### config.mk
export PLATFORM = sky130hd
export DESIGN_NAME = fsk_dds_mod
export DESIGN_NICKNAME = d
export VERILOG_FILES = /design/src/rtl/fskdds_pkg.sv /design/src/rtl/fsk_word_latch.sv /design/src/rtl/fsk_phase_acc.sv /design/src/rtl/fsk_sine_lut.sv /design/src/rtl/fsk_dds_mod.sv
export SDC_FILE = /design/constraint.sdc
export NUM_CORES = 1
export LEC_CHECK = 0
export CAP_MARGIN = 25
export CORE_MARGIN = 2
export CORE_UTILIZATION = 45
export DETAILED_ROUTE_END_ITERATION = 12
export PLACE_DENSITY_LB_ADDON = 0.2
export SETUP_SLACK_MARGIN = 0.05
export SLEW_MARGIN = 5
export SYNTH_ARGS = -nofsm -noshare
export SYNTH_HDL_FRONTEND = slang
export SYNTH_HIERARCHICAL = 1
export SYNTH_SLANG_ARGS = --single-unit
### constraint.sdc
create_clock -name clk -period 9.7 [get_ports clk]
set_clock_uncertainty 0.2 [all_clocks]
set_input_delay 1.94 -clock clk [delete_from_list [all_inputs] [get_ports clk]]
set_output_delay 1.94 -clock clk [all_outputs]
set_load 0.01 [all_outputs]
### src/rtl/fskdds_pkg.sv
package fskdds_pkg;

  // Magnitude of a quarter-wave entry. The sample sits half an address
  // step into its slot, so the sine is evaluated at pi*x/h with x = 2*idx+1
  // and h = 2^addr_w. A rational sine approximation keeps this an integer
  // constant function: 16p/(5h^2-4p) with p = x*(h-x).
  function automatic int qsin_val(input int idx, input int addr_w, input int amp);
    longint h;
    longint x;
    longint p;
    longint den;
    longint num;
    h   = longint'(1) << addr_w;
    x   = 2 * longint'(idx) + 1;
    p   = x * (h - x);
    den = 5 * h * h - 4 * p;
    num = 32 * longint'(amp) * p + den;
    return int'(num / (2 * den));
  endfunction

  // Phase update, kept here so the modulo rule reads in one place.
  function automatic logic [31:0] phase_next(input logic [31:0] ph, input logic [31:0] step);
    return ph + step;
  endfunction

endpackage

### src/rtl/fsk_word_latch.sv
module fsk_word_latch #(
  parameter int PHASE_W = 32
) (
  input  logic               clk,
  input  logic               rst_n,
  input  logic               bit_stb,
  input  logic               bit_val,
  input  logic [PHASE_W-1:0] mark_word,
  input  logic [PHASE_W-1:0] space_word,
  output logic [PHASE_W-1:0] step_word
);

  logic [PHASE_W-1:0] step_q;
  logic [PHASE_W-1:0] chosen;

  assign chosen = bit_val ? mark_word : space_word;

  always_ff @(posedge clk or negedge rst_n) begin
    if (!rst_n)       step_q <= '0;
    else if (bit_stb) step_q <= chosen;
  end

  assign step_word = step_q;

  AST_WORD_HOLD: assert property (@(posedge clk) disable iff (!rst_n)
    !bit_stb |=> $stable(step_word));
  AST_MARK_LOAD: assert property (@(posedge clk) disable iff (!rst_n)
    (bit_stb && bit_val) |=> step_word == $past(mark_word));
  AST_SPACE_LOAD: assert property (@(posedge clk) disable iff (!rst_n)
    (bit_stb && !bit_val) |=> step_word == $past(space_word));

endmodule

### src/rtl/fsk_phase_acc.sv
module fsk_phase_acc #(
  parameter int PHASE_W = 32,
  parameter int ADDR_W  = 10
) (
  input  logic               clk,
  input  logic               rst_n,
  input  logic               tick,
  input  logic [PHASE_W-1:0] step_word,
  output logic [ADDR_W-1:0]  lut_addr,
  output logic               lut_go
);

  logic [PHASE_W-1:0] phase_q;
  logic [ADDR_W-1:0]  addr_q;
  logic               go_q;

  always_ff @(posedge clk or negedge rst_n) begin
    if (!rst_n) begin
      phase_q <= '0;
      addr_q  <= '0;
      go_q    <= 1'b0;
    end else begin
      go_q <= tick;
      if (tick) begin
        addr_q  <= phase_q[PHASE_W-1 -: ADDR_W];
        phase_q <= fskdds_pkg::phase_next(phase_q, step_word);
      end
    end
  end

  assign lut_addr = addr_q;
  assign lut_go   = go_q;

  AST_PHASE_HOLD: assert property (@(posedge clk) disable iff (!rst_n)
    !tick |=> $stable(phase_q));
  AST_PHASE_STEP: assert property (@(posedge clk) disable iff (!rst_n)
    tick |=> phase_q == $past(phase_q) + $past(step_word));
  AST_ADDR_STAGE: assert property (@(posedge clk) disable iff (!rst_n)
    tick |=> lut_go);

endmodule

### src/rtl/fsk_sine_lut.sv
module fsk_sine_lut #(
  parameter int ADDR_W = 10,
  parameter int SAMP_W = 12
) (
  input  logic              clk,
  input  logic              rst_n,
  input  logic [ADDR_W-1:0] lut_addr,
  input  logic              lut_go,
  output logic [SAMP_W-1:0] wave_out,
  output logic              wave_vld
);

  localparam int QTR_W     = ADDR_W - 2;
  localparam int QTR_DEPTH = 1 << QTR_W;
  localparam int MAG_W     = SAMP_W - 1;
  localparam int AMP       = (1 << MAG_W) - 1;

  logic [MAG_W-1:0] tbl [QTR_DEPTH];

  for (genvar g = 0; g < QTR_DEPTH; g++) begin : g_rom
    localparam logic [MAG_W-1:0] ENTRY = MAG_W'(fskdds_pkg::qsin_val(g, ADDR_W, AMP));
    assign tbl[g] = ENTRY;
  end

  logic               neg_half;
  logic               mirror;
  logic [QTR_W-1:0]   idx;
  logic [MAG_W-1:0]   mag;
  logic signed [SAMP_W-1:0] folded;
  logic [SAMP_W-1:0]  wave_q;
  logic               vld_q;

  assign neg_half = lut_addr[ADDR_W-1];
  assign mirror   = lut_addr[ADDR_W-2];
  assign idx      = mirror ? ~lut_addr[QTR_W-1:0] : lut_addr[QTR_W-1:0];
  assign mag      = tbl[idx];

  always_comb begin
    folded = $signed({1'b0, mag});
    if (neg_half) folded = -$signed({1'b0, mag});
  end

  always_ff @(posedge clk or negedge rst_n) begin
    if (!rst_n) begin
      wave_q <= '0;
      vld_q  <= 1'b0;
    end else begin
      vld_q <= lut_go;
      if (lut_go) wave_q <= folded;
    end
  end

  assign wave_out = wave_q;
  assign wave_vld = vld_q;

  AST_VALID_PIPE: assert property (@(posedge clk) disable iff (!rst_n)
    lut_go |=> wave_vld);
  AST_SIGN_NEG: assert property (@(posedge clk) disable iff (!rst_n)
    (lut_go && neg_half) |=> $signed(wave_out) <= 0);
  AST_SIGN_POS: assert property (@(posedge clk) disable iff (!rst_n)
    (lut_go && !neg_half) |=> $signed(wave_out) >= 0);
  AST_SAMPLE_HOLD: assert property (@(posedge clk) disable iff (!rst_n)
    !lut_go |=> $stable(wave_out));

endmodule

### src/rtl/fsk_dds_mod.sv
module fsk_dds_mod #(
  parameter int PHASE_W = 32,
  parameter int ADDR_W  = 10,
  parameter int SAMP_W  = 12
) (
  input  logic               clk,
  input  logic               rst_n,
  input  logic               tick,
  input  logic               bit_stb,
  input  logic               bit_val,
  input  logic [PHASE_W-1:0] mark_word,
  input  logic [PHASE_W-1:0] space_word,
  output logic [SAMP_W-1:0]  wave_out,
  output logic               wave_vld
);

  logic [PHASE_W-1:0] step_word;
  logic [ADDR_W-1:0]  lut_addr;
  logic               lut_go;

  fsk_word_latch #(.PHASE_W(PHASE_W)) u_word (
    .clk        (clk),
    .rst_n      (rst_n),
    .bit_stb    (bit_stb),
    .bit_val    (bit_val),
    .mark_word  (mark_word),
    .space_word (space_word),
    .step_word  (step_word)
  );

  fsk_phase_acc #(.PHASE_W(PHASE_W), .ADDR_W(ADDR_W)) u_acc (
    .clk       (clk),
    .rst_n     (rst_n),
    .tick      (tick),
    .step_word (step_word),
    .lut_addr  (lut_addr),
    .lut_go    (lut_go)
  );

  fsk_sine_lut #(.ADDR_W(ADDR_W), .SAMP_W(SAMP_W)) u_lut (
    .clk      (clk),
    .rst_n    (rst_n),
    .lut_addr (lut_addr),
    .lut_go   (lut_go),
    .wave_out (wave_out),
    .wave_vld (wave_vld)
  );

  AST_NO_EARLY_VALID: assert property (@(posedge clk) disable iff (!rst_n)
    (!tick && !lut_go) |=> !wave_vld);
  AST_STEP_DEFER: assert property (@(posedge clk) disable iff (!rst_n)
    (bit_stb && tick) |=> lut_go);

endmodule

=== Word level (Yosys, flattened, before mapping) ===
Memory sizes are Yosys's and may differ from the RTL's.
Cells that the tools add are included.

* Bits in registers: 88
* ROM bits: 2,816
* Input bits: 69
* Output and inout port bits: 13
* Logic and storage cells: 17
* Memories kept: 1

* Add/subtract/negate cells: 2
* Magnitude comparators: 1
* Multiplexer cells: 5
* Bitwise operators: 2

{| class="wikitable"
|+ Memory list
! name !! depth !! width !! rd ports !! clocked after Yosys merged registers in !! wr ports !! line !! text
|-
| (no name shown) || 256 || 11 || 1 || 0 || 0 || fsk_sine_lut.sv:36 || <nowiki>assign mag = tbl[idx];</nowiki>
|}

{| class="wikitable"
|+ Operators with widths
! cell !! count
|-
| $add 32x32->32 || 1
|-
| $mux 32 || 1
|-
| $mux 11 || 2
|-
| $mux 12 || 1
|-
| $neg 11->12 || 1
|-
| $ge 9x9->1 const B || 1
|-
| $not 8->9 || 1
|-
| $mux 8 || 1
|-
| $not 8->8 || 1
|}

=== Depth between registers and ports, before layout ===
Gate-level depths: netlist of the first run.

* Word-level depth: 8
* Depth in mapped cells: 21
* Gate-level depth less buffers: 17

=== By module ===
Netlist of the first run, hierarchy kept.

{| class="wikitable"
|+ Modules (own cells, without submodules)
! module !! times used !! cells each !! area each (um^2) !! seq. area each (um^2)
|-
| fsk_sine_lut || 1 || 928 || 6,493.7 || 325.3
|-
| fsk_phase_acc || 1 || 325 || 3,240.6 || 1,076.0
|-
| fsk_word_latch || 1 || 139 || 1,506.4 || 800.8
|}

=== Worst setup path before layout of the first run ===
No wires, ideal clock.

* Path type: register to register
* Start point: reg u_acc.addr_q[8] (netlist: u_acc/lut_addr[8])
* End point: reg u_lut.wave_q[10] (netlist: u_lut/wave_out[10])
* Data arrival time: 4.319 ns
* Data required time: 9.431 ns
* Setup slack: 5.112 ns
* Stages on the path, launching flop included: 20
* Buffers on the path: 5
* Period minus slack after synthesis: 4.588 ns
* Cells stage by stage: dfrtp_1 > buf_4 > buf_8 > buf_8 > buf_6 > xnor2_1 > inv_1 > ha_1 > or2_2 > clkbuf_1 > mux4_2 > a21oi_1 > a21oi_1 > o32ai_1 > inv_1 > ha_1 > inv_1 > nor4_4 > a311o_1 > nand3_1

* Longest elaborated chain between the ends: 7

{| class="wikitable"
|+ Ends and longest elaborated chain
! element !! line !! text
|-
| from (decl) || fsk_phase_acc.sv:14 || <nowiki>logic [ADDR_W-1:0] addr_q;</nowiki>
|-
| from (signal assigned) || fsk_phase_acc.sv:25 || <nowiki>addr_q <= phase_q[PHASE_W-1 -: ADDR_W];</nowiki>
|-
| $mux 8 * || fsk_sine_lut.sv:35 || <nowiki>assign idx = mirror ? ~lut_addr[QTR_W-1:0] : lut_addr[QTR_W-1:0];</nowiki>
|-
| $not 8->9 (implied by the code) * || fsk_sine_lut.sv:36 ||
|-
| $mem_v2 256x11 * || n/a ||
|-
| $mux 11 (implied by the code) * (2 in a row) || fsk_sine_lut.sv:36 ||
|-
| $neg 11->12 || fsk_sine_lut.sv:40 || <nowiki>if (neg_half) folded = -$signed({1'b0, mag});</nowiki>
|-
| $mux 12 * || fsk_sine_lut.sv:40 ||
|-
| to (signal assigned) || fsk_sine_lut.sv:49 || <nowiki>if (lut_go) wave_q <= folded;</nowiki>
|-
| to (decl) || fsk_sine_lut.sv:30 || <nowiki>logic [SAMP_W-1:0] wave_q;</nowiki>
|}

Mark *: on every way between the ends. The rest lies on a longest branch, timed or not. The select of a mux whose other input is x is not followed.
A chain may end at the register's enable or synchronous reset.

=== Worst setup path in the final report of the first run ===
Same ends and word-level chain as after synthesis.

==> out/metrics.cfg, run 1 <==
[critical_path]
slowest_stage = dfrtp_4
r2r-start = u_acc/lut_addr[8]
crit_path_start_kind = register
worst_path_most_repeated_cell = inv_1
worstSetupPathType = register to register
crit_path_end_kind = register
critPathLaunch = u_acc/lut_addr[8]
path_cells = xnor2_1 -> inv_1 -> ha_1 -> buf_4 -> or2_2 -> mux4_2 -> a21oi_1 -> a21oi_1 -> o32ai_1 -> inv_1 -> ha_1 -> inv_1 -> nor4_4 -> a311o_1 -> nand3_1
critical_path_required_ns = 9.79
crit_arrival_ns = 5.38
critPathMaxStageDelay_ns = 0.70
rrSetupSlack_ns = 4.41
crit_fanout = 39

[cts]
clock_tree.buffer_depth = 2
root_buffer = clkbuf_16
h-tree-depth = 3
clock_latency_ns = 0.36
cts.repair.resized = 0
cts_num_sinks = 88
cts.clk_slew.worst_paths_ns = 0.07
cts_buffers = 9
cts_setup_buffers = 0
cts_tree = yes
cts_hold_repair.buffers = 0

[logic_synthesis]
syn_inst = 1392
synth.distinct_cells = 111
ys_seq_elements = 88
syn_avg_cell_area_um2 = 8.075
ys_warn_count = 6
synthFlopType = dfrtp_1
synth-edff-count = 0
synth-seq-area-share = 0.1959
syn_nets = 1513
synthArstFlopShare = 1.000
syn-cell-area_mm2 = 0.01124

[global_routing]
grtUsageMet1 = 0.4089
grtUsageMet3 = 0.06307
grt_use_met2 = 0.4867
grt_pass1_wl_mm = 64.45
grt_busiest_layer = met2
grt_pass1_vias = 10950
grt_max_degree = 73
antenna_found_initial = 0
grt_usage = 0.3165
grt_overflow_total = 0

[timing]
whs_ns = 0.2885
finalSetupViolCount = 0
rsz0062_at_grt = no
slew_headroom = 0.2881
drv_slew = 0
fmax_mhz = 189.0
hold_viol = 0
finalCriticalPeriod_ns = 5.290
fin_crit_sh = 0.5454
worst_pin_slew_ns = 1.067
tns_ns = 0

[die]
num_io_pins = 82
die-area_mm2 = 0.02626
die_x_um = 162.1
start_util = 0.4609
core-area_mm2 = 0.02439
die_y_um = 162.1
rows = 57

[routing]
drc = 0
drtIter0Drc = 1462
first_pass_iters = 6
drt-total-wl_mm = 42.30
avgRoutedWirePerCell_um = 24.81
ant_nets = 0
viasPerCell = 6.824
vias = 11640

[worst_hold_path]
min_from = u_acc/phase_q[31]
hold_path.class = register to register

[layout]
layout_commonest_cell = a21oi_1
final_cell_mix = a21oi_1 (146), nor2_1 (119), nand2_1 (91)
design_area_mm2 = 0.01207
drive_gt1_frac = 0.1151
diodes = 0
syn2layout_area_growth_pct = 7.380
fin_nets = 1497
fin_util = 0.4949

[job]
maxCapViolCount = 0

[placement]
dpl_cell_area_mm2 = 0.01175
dp.final_hpwl_mm = 29.28
gp_congestion = 1.029
io_buffers = 81

[outcome]
status = complete, no violations

flip-flops by register name, indices dropped and copies added, names as in the netlist:
register,flops
u_lut/wave_vld,1
u_lut/wave_out,12
u_acc/lut_go,1
u_acc/lut_addr,10
u_word/step_word,32
u_acc/phase_q,32
area by class of cell:
cell class | count | area, µm²
inverter | 30 | 112.6
clock buffer | 9 | 225.2
multi-input combinational | 1144 | 8066
timing repair buffer | 103 | 970.9
clock inverter | 7 | 75.07
fill | 2474 | 12320
tap | 324 | 405.4
sequential | 88 | 2215
through the flow:
step | instances | worst slack (ns)
2_1_floorplan | 1392 | 5.112
3_3_place_gp | 1687 | 4.699
3_5_place_dp | 1688 | 4.542
4_1_cts | 1704 | 4.530
5_1_grt | 1705 | 4.068
6_report | 1705 | 4.410
cell usage after synthesis, drive strengths merged (8+ instances only):
library cell  number  area share
mux2              36       0.036
nor3              35       0.016
clkbuf            30       0.010
nor2             121       0.041
nand3             27       0.012
a21o              29       0.019
o311ai             8      0.0078
a31oi             25       0.015
and2              11      0.0063
mux2i             44       0.039
o31ai              9      0.0073
o2111ai           14       0.012
nor2b             31       0.018
o22ai             36       0.021
o32ai              8      0.0069
xor2              18       0.018
dfrtp             88        0.20
nand2b            38       0.021
a21oi            149       0.067
o21ai             77       0.034
o221ai            24       0.019
a221oi            20       0.018
nand4             11      0.0061
inv               29      0.0097
xnor2             26       0.023
buf              100       0.066
a211oi            25       0.018
nand2             93       0.032
or2               12      0.0067
ha                51       0.057
o211ai            23       0.015
and3              13      0.0072
o21a              10      0.0067
a211o             11      0.0086
path summary, 6_finish.rpt:
| path | cells past startpoint | to |
|---|---|---|
| setup reg to reg | 15 | u_lut/wave_out[10] |
| hold reg to reg | 1 | u_acc/phase_q[31] |
| max in group asynchronous | 2 | u_acc/phase_q[13] |
| setup / recovery | 15 | u_lut/wave_out[10] |
| min in group asynchronous | 1 | u_word/step_word[26] |
| hold / removal | 1 | u_acc/phase_q[31] |
routing by layer:
metal	vias to the layer above	part of all wire
met3	205	0.099
met4	0	0.073
li1	5237	-
met2	760	0.43
met1	5433	0.40
met5	-	0
worst max-delay path: cells and delay by family (launching register included):
kind	cells	cell delay (ns)
buf+inv	4	0.71
simple gates	3	0.59
fa+ha+maj	2	0.56
mux	1	0.52
flops	1	0.70
xor+xnor	1	0.61
compound gates	4	1.31
cells by family (layout without fill, tap and decap cells):
group	after synthesis	count (layout)	synth area share
DFF	88	88	0.1959
AOI/OAI and AO/OA	533	533	0.3310
adders and majority gates	52	52	0.05855
muxes	87	87	0.08960
xor gates and xnor gates	44	44	0.04096
and+or+nand+nor	428	428	0.1975
buffers and inverters	160	149	0.08649
Power of run 1 is left out: the tool's default activity adds up to more than one toggle a clock period on the data nets, which glitch-free logic cannot reach.
==> run 2: changes to the inputs <==
- clock period: 9.7 -> 4.5 ns (I/O delays scaled with it)
==> run 2 against run 1 <==
Effect of this change: critical path depth unchanged; via count grew 3.9%; worst hold slack got worse by 0.11 ns; design area is 5.6% higher; sequential share of layout area shrank 0.97 points; fmax grew 25%; non-clock buffer count is 77 higher; final cell count rose by 4.6%; register-to-register slack worse by 4.1 ns; critical path type unchanged; largest cell class unchanged.
==> out/metrics.cfg, run 2 (synthesis gave the netlist of run 1 again) <==
[global_routing]
grt_overflow_total = 0  ; unchanged
grt_pass1_wl_mm = 70.90  ; +10%
antenna_found_initial = 2  ; +2
grt_busiest_layer = met2
grt_max_degree = 94  ; +29%
grtUsageMet3 = 0.07150  ; +0.008427
grtUsageMet1 = 0.4477  ; +0.03885
grt_pass1_vias = 11500  ; +5.0%
grt_use_met2 = 0.5615  ; +0.07485
grt_usage = 0.3540  ; +0.03756

[layout]
multi_input_area_mm2 = 0.008077  ; +0.12%
drive_gt1_frac = 0.1632  ; +0.04810
syn2layout_area_growth_pct = 13.35
design_area_mm2 = 0.01274  ; +5.6%
layout_commonest_cell = a21oi_1
final_cell_mix = a21oi_1 (146), nor2_1 (119), buf_4 (93)
seq_area_mm2 = 0.002215  ; unchanged
fin_nets = 1574  ; +5.1%
fillCellCount = 2412  ; -2.5%

[routing]
ant_nets = 0  ; unchanged
drc = 0  ; unchanged
drtIter0Drc = 1214  ; -17%
avgRoutedWirePerCell_um = 26.28  ; +5.9%
viasPerCell = 6.779  ; -0.66%
vias = 12090  ; +3.9%
first_pass_iters = 6  ; unchanged
drt-total-wl_mm = 46.89  ; +11%

[die]
die_y_um = 162.1  ; unchanged
start_util = 0.4609  ; unchanged
core-area_mm2 = 0.02439  ; unchanged
die-area_mm2 = 0.02626  ; unchanged
rows = 57  ; unchanged
die_x_um = 162.1  ; unchanged
num_io_pins = 82  ; unchanged

[timing]
hold_viol = 0  ; unchanged
setup_ws_ns = 0.2677  ; -4.142 ns
drv_slew = 0  ; unchanged
fmax_mhz = 236.3  ; +25%
tns_ns = 0  ; unchanged
finalCriticalPeriod_ns = 4.232  ; -1.058 ns
worst_pin_slew_ns = 0.9341  ; -0.1329 ns
slew_headroom = 0.3773  ; +0.08917
fin_crit_sh = 0.9405  ; +0.3951
rsz0062_at_grt = no
finalSetupViolCount = 0  ; unchanged

[cts]
cts_num_sinks = 88  ; unchanged
clock_latency_ns = 0.36  ; about the same
cts_tree = yes
cts_buffers = 9  ; unchanged
root_buffer = clkbuf_16
h-tree-depth = 3  ; unchanged
clock_tree.buffer_depth = 2  ; unchanged
cts_hold_repair.buffers = 0  ; unchanged
cts.clk_slew.worst_paths_ns = 0.08  ; about the same

[critical_path]
crit_path_end_kind = register
crit_fanout = 10  ; -74%
path_buf_inv = 3  ; -1
critical_path_required_ns = 4.55  ; -5.24 ns
worstSetupPathType = register to register
slowest_stage = dfrtp_4
critPathMaxStageDelay_ns = 0.54  ; -0.16 ns
crit_arrival_ns = 4.28  ; -1.10 ns
cp_top_family = compound AO/OA/AOI/OAI gates
path_cells = xnor2_2 -> inv_1 -> ha_2 -> nor2_1 -> a221oi_2 -> a31oi_1 -> a311o_1 -> a221oi_1 -> o32ai_1 -> inv_1 -> ha_1 -> inv_1 -> nor4_4 -> a311o_1 -> nand3_1
crit_path_start_kind = register
worst_path_most_repeated_cell = inv_1

[job]
maxCapViolCount = 0  ; unchanged

[placement]
dp.final_hpwl_mm = 34.35  ; +17%
io_buffers = 81  ; unchanged
gp_congestion = 1.072  ; +4.1%
preCtsSetupSlack_ns = 0.2604  ; -4.282 ns
dpl_cell_area_mm2 = 0.01239  ; +5.5%

[worst_hold_path]
hold_path.class = primary input to async pin

[outcome]
status = complete, no violations

## run 2: timing repair
| item | in CTS | in global routing |
|---|---|---|
| setup buffers | 0 | 0 |
| endpoints found under the setup margin | 0 | 3 |
| gates resized for setup | 0 | 1 |
## run 2: layout make-up
type                    instances  share of cell area
multi-input cells            1144              0.6339
flip-flops and latches         88              0.1738
repair buffers                180              0.1281
well taps                     324             0.03182
clock buffers                   9             0.01768
inverters                      30            0.008838
clock inverters                 7            0.005499
diodes                          2           0.0003928
## run 2: worst paths after layout
check                                        from                    to  slack [ns]  cells past startpoint
worst max-delay path            u_acc/lut_addr[8]    u_lut/wave_out[10]        0.27                     15
worst min-delay path                        rst_n     u_lut/wave_out[9]        0.17                      1
worst max register to register  u_acc/lut_addr[8]    u_lut/wave_out[10]        0.27                     15
worst min register to register  u_acc/phase_q[31]     u_acc/phase_q[31]        0.28                      1
max in group asynchronous                   rst_n  u_word/step_word[17]        3.12                      3
min in group clk                u_acc/phase_q[31]     u_acc/phase_q[31]        0.28                      1
## run 2: through the flow
stage	utilization	hold slack (ns)	cells
finish	0.5224	0.1749	1784
global placement	0.5080	0.2536	1764
floorplan	-	0.2362	1392
CTS	0.5201	0.2680	1780
global route	0.5222	0.1707	1782
detailed placement	0.5080	0.2587	1764
## run 2: per-layer routing
metal / part of all wire / wire length, µm
met4: 0.064 / 3002
met5: 0.00038 / 18
met2: 0.45 / 21230
met1: 0.39 / 18170
met3: 0.095 / 4478
Power of run 2 is left out for the same reason.
==> run 3: changes to the inputs <==
- ABC_CLOCK_PERIOD_IN_PS: default -> 4500
==> results of run 3 <==
No change in the layout: final DEF, timing and power equal those of run 2.
Power of run 3 is left out for the same reason.
